===== config.mk =====
export PLATFORM = sky130hd
export DESIGN_NAME = eaddr_gen
export DESIGN_NICKNAME = d
export VERILOG_FILES = /design/src/rtl/eaddr_pkg.sv /design/src/rtl/eaddr_dp.sv /design/src/rtl/eaddr_ctrl.sv /design/src/rtl/eaddr_gen.sv
export SDC_FILE = /design/constraint.sdc
export NUM_CORES = 1
export LEC_CHECK = 0
export BUFFER_PORTS_ARGS = -buffer_cell sky130_fd_sc_hd__buf_4
export CAP_MARGIN = 20
export CELL_PAD_IN_SITES_DETAIL_PLACEMENT = 1
export CELL_PAD_IN_SITES_GLOBAL_PLACEMENT = 2
export CORE_ASPECT_RATIO = 1.75
export CORE_MARGIN = 2
export CORE_UTILIZATION = 28
export DETAILED_ROUTE_END_ITERATION = 16
export GPL_ROUTABILITY_DRIVEN = 0
export PLACE_DENSITY = 0.83
export SYNTH_ARGS = -nofsm -noshare
export SYNTH_HDL_FRONTEND = slang
export SYNTH_SLANG_ARGS = --single-unit

===== constraint.sdc =====
create_clock -name clk -period 4 [get_ports clk]
set_input_delay 0.4 -clock clk [delete_from_list [all_inputs] [get_ports clk]]
set_output_delay 0.4 -clock clk [all_outputs]
set_load 0.01 [all_outputs]

===== src/rtl/eaddr_pkg.sv =====
package eaddr_pkg;
  typedef enum logic [2:0] {
    MODE_ABS    = 3'd0,
    MODE_REG    = 3'd1,
    MODE_DISP   = 3'd2,
    MODE_IDX    = 3'd3,
    MODE_SCALED = 3'd4,
    MODE_PTR    = 3'd5,
    MODE_POSTINC = 3'd6,
    MODE_PREDEC = 3'd7
  } eaMode_e;

  typedef struct packed {
    logic captureReq;
    logic captureRsp;
  } eaStrobe_t;
endpackage


===== src/rtl/eaddr_dp.sv =====
module eaddr_dp
  import eaddr_pkg::*;
#(
  parameter int ADDR_W = 32,
  parameter int SCALE_SHIFT = 2
) (
  input  logic              clk,
  input  logic              rst_n,
  input  eaStrobe_t         strobes,
  input  logic [2:0]        reqMode,
  input  logic [1:0]        reqSize,
  input  logic [ADDR_W-1:0] baseVal,
  input  logic [ADDR_W-1:0] indexVal,
  input  logic [ADDR_W-1:0] immVal,
  input  logic [ADDR_W-1:0] memRspData,
  output logic [ADDR_W-1:0] memReqAddr,
  output logic [ADDR_W-1:0] addrOut,
  output logic [ADDR_W-1:0] wbData
);
  logic [ADDR_W-1:0] addrReg, wbReg, ptrReg;
  logic [ADDR_W-1:0] stepBytes, scaledIdx, eaComb, wbComb;

  always_comb begin
    unique case (reqSize)
      2'd0:    stepBytes = ADDR_W'(1);
      2'd1:    stepBytes = ADDR_W'(2);
      default: stepBytes = ADDR_W'(4);
    endcase
  end

  generate
    if (SCALE_SHIFT == 0) begin : g_noScale
      assign scaledIdx = indexVal;
    end else begin : g_scale
      assign scaledIdx = {indexVal[ADDR_W-1-SCALE_SHIFT:0], {SCALE_SHIFT{1'b0}}};
    end
  endgenerate

  always_comb begin
    wbComb = baseVal;
    unique case (eaMode_e'(reqMode))
      MODE_ABS:     eaComb = immVal;
      MODE_REG:     eaComb = baseVal;
      MODE_DISP:    eaComb = baseVal + immVal;
      MODE_IDX:     eaComb = baseVal + indexVal;
      MODE_SCALED:  eaComb = baseVal + scaledIdx;
      MODE_PTR:     eaComb = baseVal;
      MODE_POSTINC: begin
        eaComb = baseVal;
        wbComb = baseVal + stepBytes;
      end
      default: begin
        eaComb = baseVal - stepBytes;
        wbComb = baseVal - stepBytes;
      end
    endcase
  end

  always_ff @(posedge clk) begin
    if (!rst_n) begin
      addrReg <= '0;
      wbReg   <= '0;
      ptrReg  <= '0;
    end else if (strobes.captureReq) begin
      addrReg <= eaComb;
      wbReg   <= wbComb;
      ptrReg  <= baseVal;
    end else if (strobes.captureRsp) begin
      addrReg <= memRspData;
    end
  end

  assign memReqAddr = ptrReg;
  assign addrOut    = addrReg;
  assign wbData     = wbReg;

  AST_CAPTURE_EXCLUSIVE: assert property (@(posedge clk) disable iff (!rst_n)
    !(strobes.captureReq && strobes.captureRsp));
endmodule


===== src/rtl/eaddr_ctrl.sv =====
module eaddr_ctrl
  import eaddr_pkg::*;
(
  input  logic       clk,
  input  logic       rst_n,
  input  logic       reqValid,
  input  logic [2:0] reqMode,
  input  logic       memRspValid,
  output logic       reqReady,
  output logic       memReqValid,
  output logic       addrValid,
  output logic       wbEn,
  output eaStrobe_t  strobes
);
  typedef enum logic [1:0] {ST_IDLE, ST_PTR_REQ, ST_PTR_WAIT, ST_DONE} state_e;
  state_e state;
  logic   autoFlag;

  always_ff @(posedge clk) begin
    if (!rst_n) begin
      state    <= ST_IDLE;
      autoFlag <= 1'b0;
    end else begin
      unique case (state)
        ST_IDLE: if (reqValid) begin
          state    <= (eaMode_e'(reqMode) == MODE_PTR) ? ST_PTR_REQ : ST_DONE;
          autoFlag <= (eaMode_e'(reqMode) == MODE_POSTINC) ||
                      (eaMode_e'(reqMode) == MODE_PREDEC);
        end
        ST_PTR_REQ:  state <= ST_PTR_WAIT;
        ST_PTR_WAIT: if (memRspValid) state <= ST_DONE;
        default:     state <= ST_IDLE;
      endcase
    end
  end

  always_comb begin
    strobes.captureReq = (state == ST_IDLE) && reqValid;
    strobes.captureRsp = (state == ST_PTR_WAIT) && memRspValid;
  end

  assign reqReady    = (state == ST_IDLE);
  assign memReqValid = (state == ST_PTR_REQ);
  assign addrValid   = (state == ST_DONE);
  assign wbEn        = (state == ST_DONE) && autoFlag;

  AST_VALID_PULSE: assert property (@(posedge clk) disable iff (!rst_n)
    addrValid |=> !addrValid);
  AST_DIRECT_LATENCY: assert property (@(posedge clk) disable iff (!rst_n)
    (reqValid && reqReady && reqMode != 3'd5) |=> addrValid);
  AST_WB_WITH_VALID: assert property (@(posedge clk) disable iff (!rst_n)
    wbEn |-> addrValid);
  AST_PTR_REQ_PULSE: assert property (@(posedge clk) disable iff (!rst_n)
    memReqValid |=> !memReqValid);
  AST_BUSY_NOT_READY: assert property (@(posedge clk) disable iff (!rst_n)
    (addrValid || memReqValid) |-> !reqReady);
endmodule


===== src/rtl/eaddr_gen.sv =====
module eaddr_gen
  import eaddr_pkg::*;
#(
  parameter int ADDR_W = 32,
  parameter int SCALE_SHIFT = 2
) (
  input  logic              clk,
  input  logic              rst_n,
  input  logic              reqValid,
  output logic              reqReady,
  input  logic [2:0]        reqMode,
  input  logic [1:0]        reqSize,
  input  logic [ADDR_W-1:0] baseVal,
  input  logic [ADDR_W-1:0] indexVal,
  input  logic [ADDR_W-1:0] immVal,
  output logic              memReqValid,
  output logic [ADDR_W-1:0] memReqAddr,
  input  logic              memRspValid,
  input  logic [ADDR_W-1:0] memRspData,
  output logic              addrValid,
  output logic [ADDR_W-1:0] addrOut,
  output logic              wbEn,
  output logic [ADDR_W-1:0] wbData
);
  eaStrobe_t strobes;

  eaddr_ctrl ctrl_i (
    .clk(clk), .rst_n(rst_n), .reqValid(reqValid), .reqMode(reqMode),
    .memRspValid(memRspValid), .reqReady(reqReady), .memReqValid(memReqValid),
    .addrValid(addrValid), .wbEn(wbEn), .strobes(strobes)
  );

  eaddr_dp #(.ADDR_W(ADDR_W), .SCALE_SHIFT(SCALE_SHIFT)) dp_i (
    .clk(clk), .rst_n(rst_n), .strobes(strobes), .reqMode(reqMode),
    .reqSize(reqSize), .baseVal(baseVal), .indexVal(indexVal), .immVal(immVal),
    .memRspData(memRspData), .memReqAddr(memReqAddr), .addrOut(addrOut),
    .wbData(wbData)
  );

  AST_PTR_ADDR: assert property (@(posedge clk) disable iff (!rst_n)
    (reqValid && reqReady && reqMode == 3'd5) |=> (memReqValid && memReqAddr == $past(baseVal)));
  AST_WB_AUTO_ONLY: assert property (@(posedge clk) disable iff (!rst_n)
    (reqValid && reqReady && reqMode < 3'd6) |=> !wbEn);
endmodule


Word-level counts from Yosys, hierarchy flattened
Index checks and enable logic that the tools add are counted.
{ "op_classes": {"n_reduce_logical": 12, "n_eq_ne": 13, "n_mux": 9, "add_sub_neg": 5} }
{ "ops": {"columns": ["operator", "n"], "rows": [
  ["case mux 32 bit (5 select lines)", 1],
  ["adder 32 bit", 3],
  ["2-to-1 mux 32 bit", 2],
  ["case mux 32 bit (2 select lines)", 1],
  ["adder 32 x 3 -> 32 bit", 1],
  ["subtractor 32 x 3 -> 32 bit", 1],
  ["== test 3 bit, second input constant", 4],
  ["== test 3 x 2 -> 1 bit, second input constant", 2],
  ["2-to-1 mux 2 bit", 3],
  ["case mux 2 bit (3 select lines)", 1],
  ["case mux 3 bit (2 select lines)", 1],
  ["OR reduction 6 bit", 1],
  ["== test 2 x 1 -> 1 bit, second input constant", 2],
  ["== test 2 bit, second input constant", 2],
  ["zero test 2 bit", 2],
  ["inequality test 2 bit, second input constant", 2],
  ["AND reduction 2 bit", 2],
  ["== test 3 x 1 -> 1 bit, second input constant", 1],
  ["logical AND 1 bit", 3],
  ["zero test 3 bit", 1],
  ["OR reduction 3 bit", 1],
  ["nonzero test 2 bit", 1],
  ["logical OR 1 bit", 1]
]} }
{ "totals": {"input_bits": 137, "word_cells": 44, "regBits": 99, "output_inout_bits": 100} }

Logic depth before layout (Yosys ltp)
Gate-level depths: netlist of run 1.
{ "logic_depth": {"word_depth": 5, "mapped_depth": 16} }

By module
Synthesis of run 1 repeated with hierarchy kept, for this count alone.
{ "hier_totals": {"hier_cells": 1338, "hier_area_um2": 10258.6} }
{ "modules_own_cells": {"columns": ["module", "cells_each", "seq_area_each_um2", "area_each_um2", "n_inst"], "rows": [
  ["eaddr_dp", 1310, 1921.8, 10010.9, 1],
  ["eaddr_ctrl", 28, 60.1, 247.7, 1]
]} }

Least setup slack after synthesis of run 1
OpenSTA, ideal clock, no wires.
{ "synth_path": {"path_type": "input to register", "from": "input reqMode[0]", "to": "register dp_i.addrReg[31], in the netlist dp_i.addrOut[31]", "n_path_buf": 3, "path_slack_ps": 107, "cell_stages": 15, "t_required_ps": 3883, "arrival_time_ps": 3776, "cell_sequence": "clkbuf_1 > clkbuf_1 > nand2_1 > buf_1 > mux2_2 > ha_1 > a21o_1 > a41oi_1 > a211oi_1 > o211ai_1 > a41oi_2 > a2111oi_0 > o21bai_1 > xnor2_1 > a22o_1"} }
{ "synth_via": {"elab_chain_cells": 4} }
{ "synth_lines": {"columns": ["element", "line_no", "source"], "rows": [
  ["start, declared", "eaddr_gen.sv:11", "input logic [2:0] reqMode,"],
  ["== test 3 bit / == test 3 x 1 -> 1 bit (equally long branches)", "eaddr_dp.sv:41", "unique case (eaMode_e'(reqMode))"],
  ["OR reduction 3 bit (no source line)", null, null],
  ["case mux 32 bit (5 select lines) (*)", "eaddr_dp.sv:41", null],
  ["2-to-1 mux 32 bit (*)", "eaddr_dp.sv:64", "end else if (strobes.captureReq) begin"],
  ["end signal, assigned", "eaddr_dp.sv:65", "addrReg <= eaComb;"],
  ["end signal, assigned", "eaddr_dp.sv:69", "addrReg <= memRspData;"],
  ["end, declared", "eaddr_dp.sv:20", "logic [ADDR_W-1:0] addrReg, wbReg, ptrReg;"]
]} }
Mark *: on every way between the ends. The rest lies on a longest branch, timed or not.
A chain may end at the register's enable or synchronous reset.

Worst setup path after layout of run 1
{ "layout_path": {"from": "input reqMode[1]", "to": "register dp_i.addrReg[28], in the netlist dp_i.addrOut[28]"} }
Same word-level chain as after synthesis.

==> flow_metrics.env, run 1 <==
export IMPL_grt_pass1_wl_um=70180
export IMPL_setup_tns_final_ps=0
export IMPL_ys_seq_area_frac=0.1977
export IMPL_timing_clock_skew_ps=12.68
export IMPL_synthTopCellsByCount="nand2_1, a21oi_1, dfxtp_1"
export IMPL_num_io_pins=237
export IMPL_fin_nets=1767
export IMPL_hold_buffers=0
export IMPL_grt_use_total=0.2426
export IMPL_leakagePower_uw=0.005311
export IMPL_maxSlewViolCount=0
export IMPL_path_max_fanout=21
export IMPL_vias=11440
export IMPL_cts_inserted_buffers=9
export IMPL_pwr_share_clk=0.187
export IMPL_yosys_top_cells_area="dfxtp_1, ha_1, nand2_1"
export IMPL_cp_slowest_cell="fa_1"
export IMPL_cts_sinks=99
export IMPL_cp_end_kind="register"
export IMPL_post_drt_wl_per_cell_um=22.90
export IMPL_wl_met3_um=2238
export IMPL_fin_crit_sh=0.9093
export IMPL_ys_types=89
export IMPL_slew_headroom=0.4162
export IMPL_start_util=0.2840
export IMPL_worst_ir_drop_vdd_mv=0.1583
export IMPL_ys_ff_latch=99
export IMPL_wl_met1_um=18940
export IMPL_hold_class="in2reg"
export IMPL_cts_tree="yes"
export IMPL_synthesis_area_mm2=0.01002
export IMPL_dr_max_layer_used="met4"
export IMPL_grt_max_degree=73
export IMPL_setup_viol=0
export IMPL_drt_first_pass_iters=5
export IMPL_synth_edf_count=0
export IMPL_cts_buffer_depth=2
export IMPL_cts_setup_buffers=0
export IMPL_whs_ps=301.3
export IMPL_postCtsResizedCells=0
export IMPL_tightest_slew_ps=873.6
export IMPL_worstPathArrival_ps=3930
export IMPL_regArea_mm2=0.001982
export IMPL_synthToLayoutAreaGrowth_pct=26.45
export IMPL_multi_input_area_mm2=0.007575
export IMPL_rsz0062_at_grt="false"
export IMPL_rows=91
export IMPL_via_per_inst=5.663
export IMPL_clk_pin_slew_ps=80
export IMPL_antenna_found_initial=2
export IMPL_synth_largest_area_cell="dfxtp_1"
export IMPL_grt_pass1_vias=11830
export IMPL_clock_latency_ps=390
export IMPL_crit_chain="buf_4, nor2b_2, nand2_1, buf_12, mux2_2, ha_1, fa_1, nand3_1, a2111oi_2, a21oi_1, a21oi_1, o31ai_1, nand2_1, a211oi_1, xor2_1, o311ai_1"
export IMPL_die_width_um=147.0
export IMPL_p_sw_frac=0.4405
export IMPL_path_class="in2reg"
export IMPL_fin_util=0.3591
export IMPL_io_buffer_count=236
export IMPL_async_flop_share=0
export IMPL_powerDensity_mw_per_mm2=402.5
export IMPL_cp_start_kind="primary input"
export IMPL_synth_top_area_share=0.1977
export IMPL_die_area_mm2=0.03739
export IMPL_required_ps=4290
export IMPL_post_route_min_period_ps=3637
export IMPL_drt_total_wl_um=46260
export IMPL_hpwl_um=36490
export IMPL_fmax_ghz=0.2749
export IMPL_switching_power_uw=2247
export IMPL_synthCells=1357
export IMPL_worst_path_buf_inv=2
export IMPL_p_int_uw=2854
export IMPL_met2_length_um=23050
export IMPL_drt_iter0_drc=655
export IMPL_combPwrFrac=0.539
export IMPL_synth_top_flop_cell="dfxtp_1"
export IMPL_drc_errors=0
export IMPL_chipHeight_um=254.3
export IMPL_synth_most_common_cell="nand2_1"
export IMPL_yosysWarnings=0
export IMPL_overflow=0
export IMPL_design_core_area_mm2=0.03530
export IMPL_mappedNetlistNets=1575
export IMPL_cts_max_level=3
export IMPL_layout_drive_gt1_share=0.2395
export IMPL_max_stage_delay_ps=410
export IMPL_drv_cap=0
export IMPL_avgSynthCellArea_um2=7.387
export IMPL_drtAntennaViolNets=0
export IMPL_fillers=4418
export IMPL_seqPwrFrac=0.274
export IMPL_root_buffer="clkbuf_16"
export IMPL_critPathTopFamily="compound AO/OA/AOI/OAI gates"
export IMPL_status="finished clean"
export IMPL_finalHoldViolations=0
worst register-to-register path, cell delays in order (launching register included):
cell and delay, ps:
dfxtp_1 390, inv_1 90, ha_1 260, and2_2 350
buf_4 320, a21oi_1 470, nor4_1 100, a31oi_1 190
o31ai_1 100, a21oi_1 140, o31ai_1 80
cells in the final DEF, fill, tap and decap left out, types with 9 or more instances in the layout:
master / synthesis / layout
a31oi_1: 23 / 23
o31ai_1: 16 / 16
o21ai_0: 67 / 67
inv_1: 19 / 19
mux2_2: 33 / 33
a21oi_1: 158 / 158
nor2_1: 85 / 85
nand2b_1: 12 / 12
or3_1: 9 / 9
ha_1: 77 / 77
nor2b_1: 10 / 9
xnor2_1: 50 / 50
dfxtp_1: 99 / 99
buf_4: 0 / 282
o211ai_1: 11 / 11
a21o_1: 34 / 34
and2_1: 10 / 9
a221oi_1: 21 / 21
nand3_1: 35 / 35
nand2_1: 212 / 211
xor2_1: 38 / 38
mux2i_1: 11 / 11
o21a_1: 14 / 14
and3_1: 12 / 12
a211oi_1: 15 / 15
nor3_1: 20 / 19
clkbuf_16: 0 / 9
nand4_1: 15 / 15
a311oi_1: 11 / 11
routing by layer:
layer / track usage / up-vias
met2: 0.4300 / 376
met1: 0.2915 / 5579
met4: 0.1157 / 0
met3: 0.02809 / 106
li1: - / 5379
met5: 0 / -
stage by stage:
stage | std cells | total power (µW) | area (µm²) | worst slack [ps]
final | 2020 | 5102 | 12680 | 362.7
after global routing | 2020 | 5414 | 12680 | 143.6
after CTS | 2018 | 5122 | 12670 | 402.1
after detailed placement | 2003 | 4148 | 12370 | 17.93
after global placement | 2003 | 4096 | 12370 | 107.4
after floorplan | 1357 | 2937 | 10020 | 107.3
flip-flops by register name, indices dropped and copies added (netlist names):
| name | flops |
|---|---|
| dp_i.wbData | 32 |
| ctrl_i.state | 2 |
| ctrl_i.autoFlag | 1 |
| dp_i.addrOut | 32 |
| dp_i.memReqAddr | 32 |
power groups by stage:
stage	sequential, µW	combinational [µW]	clock, µW
2_1_floorplan	1470	1470	0
3_3_place_gp	1410	2680	0
3_5_place_dp	1420	2730	0
4_1_cts	1400	2740	984
5_1_grt	1420	2990	1010
6_report	1400	2750	956
cells by family (layout without fill, tap and decap cells):
family,after synthesis,after routing,share of synthesized area
other cells,0,2,0
simple gates,470,470,0.2273
flops,99,99,0.1977
xor+xnor,88,88,0.07688
buf+inv,123,319,0.04830
fa+ha+maj,81,81,0.1041
mux,44,44,0.04805
compound gates,452,452,0.2977
layout make-up:
type                            instances  share of cell area
Antenna cell                            2           0.0003948
Clock buffer                           10             0.01885
Clock inverter                          5            0.004837
Inverter                               20            0.005922
Multi-Input combinational cell       1135              0.5976
Sequential cell                        99              0.1564
Tap cell                              465             0.04590
Timing Repair Buffer                  284              0.1702
path summary, 6_finish.rpt:
| path | start | endpoint | slack (ps) | cells after the start |
|---|---|---|---|---|
| min | memRspData[1] | dp_i.addrOut[1] | 300 | 3 |
| max reg2reg | ctrl_i.state[0] | dp_i.addrOut[24] | 1400 | 10 |
| min reg2reg | dp_i.wbData[23] | dp_i.wbData[23] | 450 | 2 |
| max | reqMode[1] | dp_i.addrOut[28] | 360 | 16 |
Power figures use the tool's default switching activity.
==> run 2: changes to the inputs <==
- ABC_AREA: unset -> 1
- CORE_UTILIZATION: 28 -> 26
- PLACE_DENSITY: 0.83 -> 0.84
==> flow_metrics.env, run 2 <==
export IMPL_grt_max_degree=74
export IMPL_root_buffer="clkbuf_16"
export IMPL_die_width_um=163.5
export IMPL_drt_first_pass_iters=5
export IMPL_cts_buffer_depth=2
export IMPL_start_util=0.2622
export IMPL_synthesis_area_mm2=0.01158
export IMPL_cts_max_level=3
export IMPL_finalHoldViolations=0
export IMPL_grt_use_total=0.2586
export IMPL_cts_setup_buffers=0
export IMPL_timing_critical_path_from="reqMode[1]"
export IMPL_fin_crit_sh=0.9254
export IMPL_yosys_top_cells_area="nand2_1, dfxtp_1, inv_1"
export IMPL_synthCells=2062
export IMPL_worst_ir_drop_vdd_mv=0.3500
export IMPL_total_power_uw=5434
export IMPL_fin_nets=2476
export IMPL_leakagePower_uw=0.007246
export IMPL_path_class="in2reg"
export IMPL_avgSynthCellArea_um2=5.615
export IMPL_grt_pass1_wl_um=90770
export IMPL_worstPathArrival_ps=3940
export IMPL_setup_tns_final_ps=0
export IMPL_rsz0062_at_grt="false"
export IMPL_drtAntennaViolNets=0
export IMPL_die_area_mm2=0.04630
export IMPL_hpwl_um=51130
export IMPL_antenna_found_initial=2
export IMPL_clock_latency_ps=390
export IMPL_postCtsResizedCells=0
export IMPL_io_buffer_count=236
export IMPL_stdcell_area_mm2=0.01420
export IMPL_slew_headroom=0.3095
export IMPL_setup_viol=0
export IMPL_placement_cell_area_mm2=0.01391
export IMPL_cts_inserted_buffers=9
export IMPL_synth_top_flop_cell="dfxtp_1"
export IMPL_fmax_ghz=0.2702
export IMPL_worstHoldStart="memRspData[1]"
export IMPL_post_route_min_period_ps=3702
export IMPL_grt_pass1_vias=15740
export IMPL_timing_clock_skew_ps=16.13
export IMPL_ys_ff_latch=99
export IMPL_chipHeight_um=283.2
export IMPL_worstRegToRegCells=9
export IMPL_cp_start_kind="primary input"
export IMPL_drt_total_wl_um=60940
export IMPL_tightest_slew_ps=1029
export IMPL_cts_tree="yes"
export IMPL_overflow=0
export IMPL_synth_most_common_cell="nand2_1"
export IMPL_clk_pin_slew_ps=90
export IMPL_drv_cap=0
export IMPL_async_flop_share=0
export IMPL_final_common_cell="nand2_1"
export IMPL_synth_edf_count=0
export IMPL_drc_errors=0
export IMPL_mappedNetlistNets=2280
export IMPL_post_drt_wl_per_cell_um=21.48
export IMPL_worstReg2RegStart="ctrl_i.state[1]"
export IMPL_status="finished clean"
export IMPL_powerDensity_mw_per_mm2=382.6
export IMPL_path_max_fanout=23
export IMPL_synthToLayoutAreaGrowth_pct=22.66
export IMPL_rows=102
export IMPL_vias=14760
export IMPL_whs_ps=298.4
export IMPL_drt_iter0_drc=677
export IMPL_synthTopCellsByCount="nand2_1, inv_1, nor2_1"
export IMPL_synth_top_area_share=0.2042
export IMPL_ys_seq_area_frac=0.1712
export IMPL_via_per_inst=5.201
export IMPL_holdPathStages=3
export IMPL_design_core_area_mm2=0.04416
export IMPL_maxSlewViolCount=0
export IMPL_most_common_layout_cells="nand2_1, inv_1, buf_4, nor2_1, nand3_1"
export IMPL_layout_drive_gt1_share=0.1547
export IMPL_hold_buffers=0
export IMPL_cts_sinks=99
export IMPL_num_io_pins=237
export IMPL_yosysWarnings=0
export IMPL_ys_types=52
export IMPL_cp_end_kind="register"
export IMPL_synth_largest_area_cell="nand2_1"
export IMPL_required_ps=4240
export IMPL_hold_class="in2reg"
==> run 2: area by class of cell <==
class	instances	area, µm²
fillers	5997	29960
multi-input cells	1596	8187
flip-flops and latches	99	1982
repair buffers	251	1897
inverters	301	1132
well taps	572	715.7
clock buffers	9	225.2
clock inverters	7	58.81
diodes	2	5.005
==> run 2: worst max-delay path, stage by stage <==
cell and delay [ps]:
buf_4 140, nand2_1 110, inv_2 80, nand2_4 290, buf_4 300, mux2_2 360, ha_1 370, nand2_1 150
nor2_1 170, inv_1 130, nor3_1 490, nand3_1 340, nand3_1 180, nand2_1 70, nand3_1 80, nand4_1 100
nand2_1 90, a21oi_1 60
==> run 2: final timing paths <==
check | end | slack, ps
max | dp_i.addrOut[24] | 300
min | dp_i.addrOut[1] | 300
max reg2reg | dp_i.addrOut[12] | 1640
min reg2reg | dp_i.addrOut[15] | 470
==> run 2: where the power goes <==
group	total [µW]	switching, µW	internal, µW
registers	1480	193	1280
clock network	888	455	433
logic	3070	1950	1120
total	5430	2600	2840
==> run 2: cell families after synthesis <==
logic type	Yosys count	share of synthesized area
compound gates	352	0.1686
simple gates	1121	0.4103
flops	99	0.1712
buf+inv	367	0.1218
xor+xnor	13	0.009834
mux	29	0.02820
fa+ha+maj	81	0.09012
==> run 2: metal layers <==
metal / up-vias / track usage / share of wire
li1: 7097 / - / -
met1: 7076 / 0.2726 / 0.37
met2: 418 / 0.4802 / 0.52
met3: 165 / 0.01771 / 0.030
met4: 0 / 0.1768 / 0.076
met5: - / 0 / 0
==> run 2: per-stage QoR <==
step	instances	worst slack, ps	utilization
global route	2837	262.6	0.3216
detailed placement	2819	75.77	0.3151
finish	2837	298.4	0.3216
floorplan	2062	968.5	-
global placement	2819	170.3	0.3151
CTS	2835	488.2	0.3215
==> run 3: changes to the inputs <==
- CORE_UTILIZATION: 26 -> 31
- PLACE_DENSITY: 0.84 -> 0.95
- clock period: 4 -> 4.3 ns (I/O delays scaled with it)
==> flow_metrics.env, run 3 (synthesized netlist as in run 2, its figures left out) <==
export IMPL_powerDensity_mw_per_mm2=363.3
export IMPL_clk_pin_slew_ps=80
export IMPL_grt_use_total=0.2897
export IMPL_vias=14930
export IMPL_fin_util=0.3834
export IMPL_cp_end_kind="register"
export IMPL_drtAntennaViolNets=0
export IMPL_stdcell_area_mm2=0.01410
export IMPL_path_class="in2reg"
export IMPL_placement_cell_area_mm2=0.01378
export IMPL_grt_pass1_wl_um=86000
export IMPL_setup_tns_final_ps=0
export IMPL_via_per_inst=5.453
export IMPL_rsz0062_at_grt="false"
export IMPL_slew_headroom=0.3323
export IMPL_fin_crit_sh=0.7891
export IMPL_hpwl_um=48330
export IMPL_fmax_ghz=0.2947
export IMPL_post_route_min_period_ps=3393
export IMPL_cts_buffer_depth=2
export IMPL_cp_start_kind="primary input"
export IMPL_setup_viol=0
export IMPL_die_width_um=150.1
export IMPL_overflow=0
export IMPL_most_common_layout_cells="nand2_1, inv_1, buf_4, nor2_1, nand3_1"
export IMPL_drt_total_wl_um=57820
export IMPL_hold_buffers=0
export IMPL_post_drt_wl_per_cell_um=21.12
export IMPL_cts_inserted_buffers=9
export IMPL_drt_iter0_drc=809
export IMPL_path_max_fanout=36
export IMPL_drt_first_pass_iters=5
export IMPL_drc_errors=0
export IMPL_met2_length_um=29420
export IMPL_cts_tree="yes"
export IMPL_final_common_cell="nand2_1"
export IMPL_leakagePower_uw=0.007246
export IMPL_layout_drive_gt1_share=0.1530
export IMPL_design_core_area_mm2=0.03677
export IMPL_holdPathStages=3
export IMPL_die_area_mm2=0.03897
export IMPL_num_io_pins=237
export IMPL_grt_max_degree=74
export IMPL_fillers=5157
export IMPL_maxSlewViolCount=0
export IMPL_clock_latency_ps=380
export IMPL_worst_ir_drop_vdd_mv=0.2276
export IMPL_wl_met1_um=21100
export IMPL_wl_met3_um=2653
export IMPL_cts_sinks=99
export IMPL_worstRegToRegCells=11
export IMPL_hold_class="in2reg"
export IMPL_start_util=0.3149
export IMPL_fin_nets=2475
export IMPL_cts_max_level=3
export IMPL_synthToLayoutAreaGrowth_pct=21.76
export IMPL_antenna_found_initial=1
export IMPL_chipHeight_um=259.7
export IMPL_status="finished clean"
export IMPL_grt_pass1_vias=15580
export IMPL_finalHoldViolations=0
export IMPL_io_buffer_count=236
export IMPL_worstPathArrival_ps=3620
export IMPL_drv_cap=0
export IMPL_root_buffer="clkbuf_16"
export IMPL_cts_setup_buffers=0
export IMPL_dr_max_layer_used="met4"
export IMPL_rows=93
export IMPL_timing_clock_skew_ps=10.58
export IMPL_required_ps=4530
export IMPL_tightest_slew_ps=995.3
export IMPL_postCtsResizedCells=0
[run 3: cell count changes in the layout (fill, tap and decap cells not counted)]
cell,change
clkbuf_1,+3
clkinv_4,-2
bufinv_16,+2
inv_6,-2
diode_2,-1
clkinvlp_4,+1
inv_8,-1
buf_4,-1
clkinv_2,-1
[run 3: where the power goes]
| group | switching (µW) | internal, µW | total (µW) |
|---|---|---|---|
| Clock | 391 | 511 | 902 |
| Sequential | 186 | 1200 | 1380 |
| Combinational | 1790 | 1050 | 2840 |
[run 3: area by class of cell]
type | instances | area [µm²] | share of cell area
Tap cell | 475 | 594.3 | 0.04215
Clock buffer | 12 | 236.5 | 0.01677
Multi-Input combinational cell | 1596 | 8187 | 0.5807
Timing Repair Buffer | 250 | 1889 | 0.1340
Inverter | 301 | 1132 | 0.08032
Antenna cell | 1 | 2.502 | 0.0001775
Clock inverter | 4 | 75.07 | 0.005325
Sequential cell | 99 | 1982 | 0.1406
[run 3: worst paths after layout]
kind	to	startpoint	slack, ps
worst max-delay path	dp_i.addrOut[12]	reqMode[1]	910
worst min-delay path	dp_i.addrOut[1]	memRspData[1]	320
worst max register to register	dp_i.addrOut[21]	ctrl_i.state[0]	1780
worst min register to register	dp_i.addrOut[4]	dp_i.addrOut[4]	470
[run 3: routing by layer]
metal	vias up	global-route usage
li1	7086	-
met1	7095	0.3114
met2	557	0.5208
met3	192	0.02596
met4	0	0.2123
met5	-	0
[run 3: through the flow]
step	std cells	hold slack (ps)	power, µW	worst slack (ps)
2_1_floorplan	2062	477.6	2939	1239
3_3_place_gp	2721	454.7	4111	741.8
3_5_place_dp	2721	461.2	4203	566.8
4_1_cts	2737	322.0	5115	949.5
5_1_grt	2738	338.4	5462	687.3
6_report	2738	320.6	5122	906.7
[run 3: critical path, stage by stage]
cell and delay, ps:
buf_4 140, nand2_1 110, inv_2 80, nand2_4 410, mux2_2 400, ha_1 240, fa_1 440, nand2_1 100
inv_1 50, nand2_1 50, nand2_1 160, nand2_1 130, nand2_1 140, nand2_1 100, nand2_1 100, nor2_1 110
nor2_1 50, nand2_1 60, nand3_1 60, o21ai_0 180, a21oi_1 80
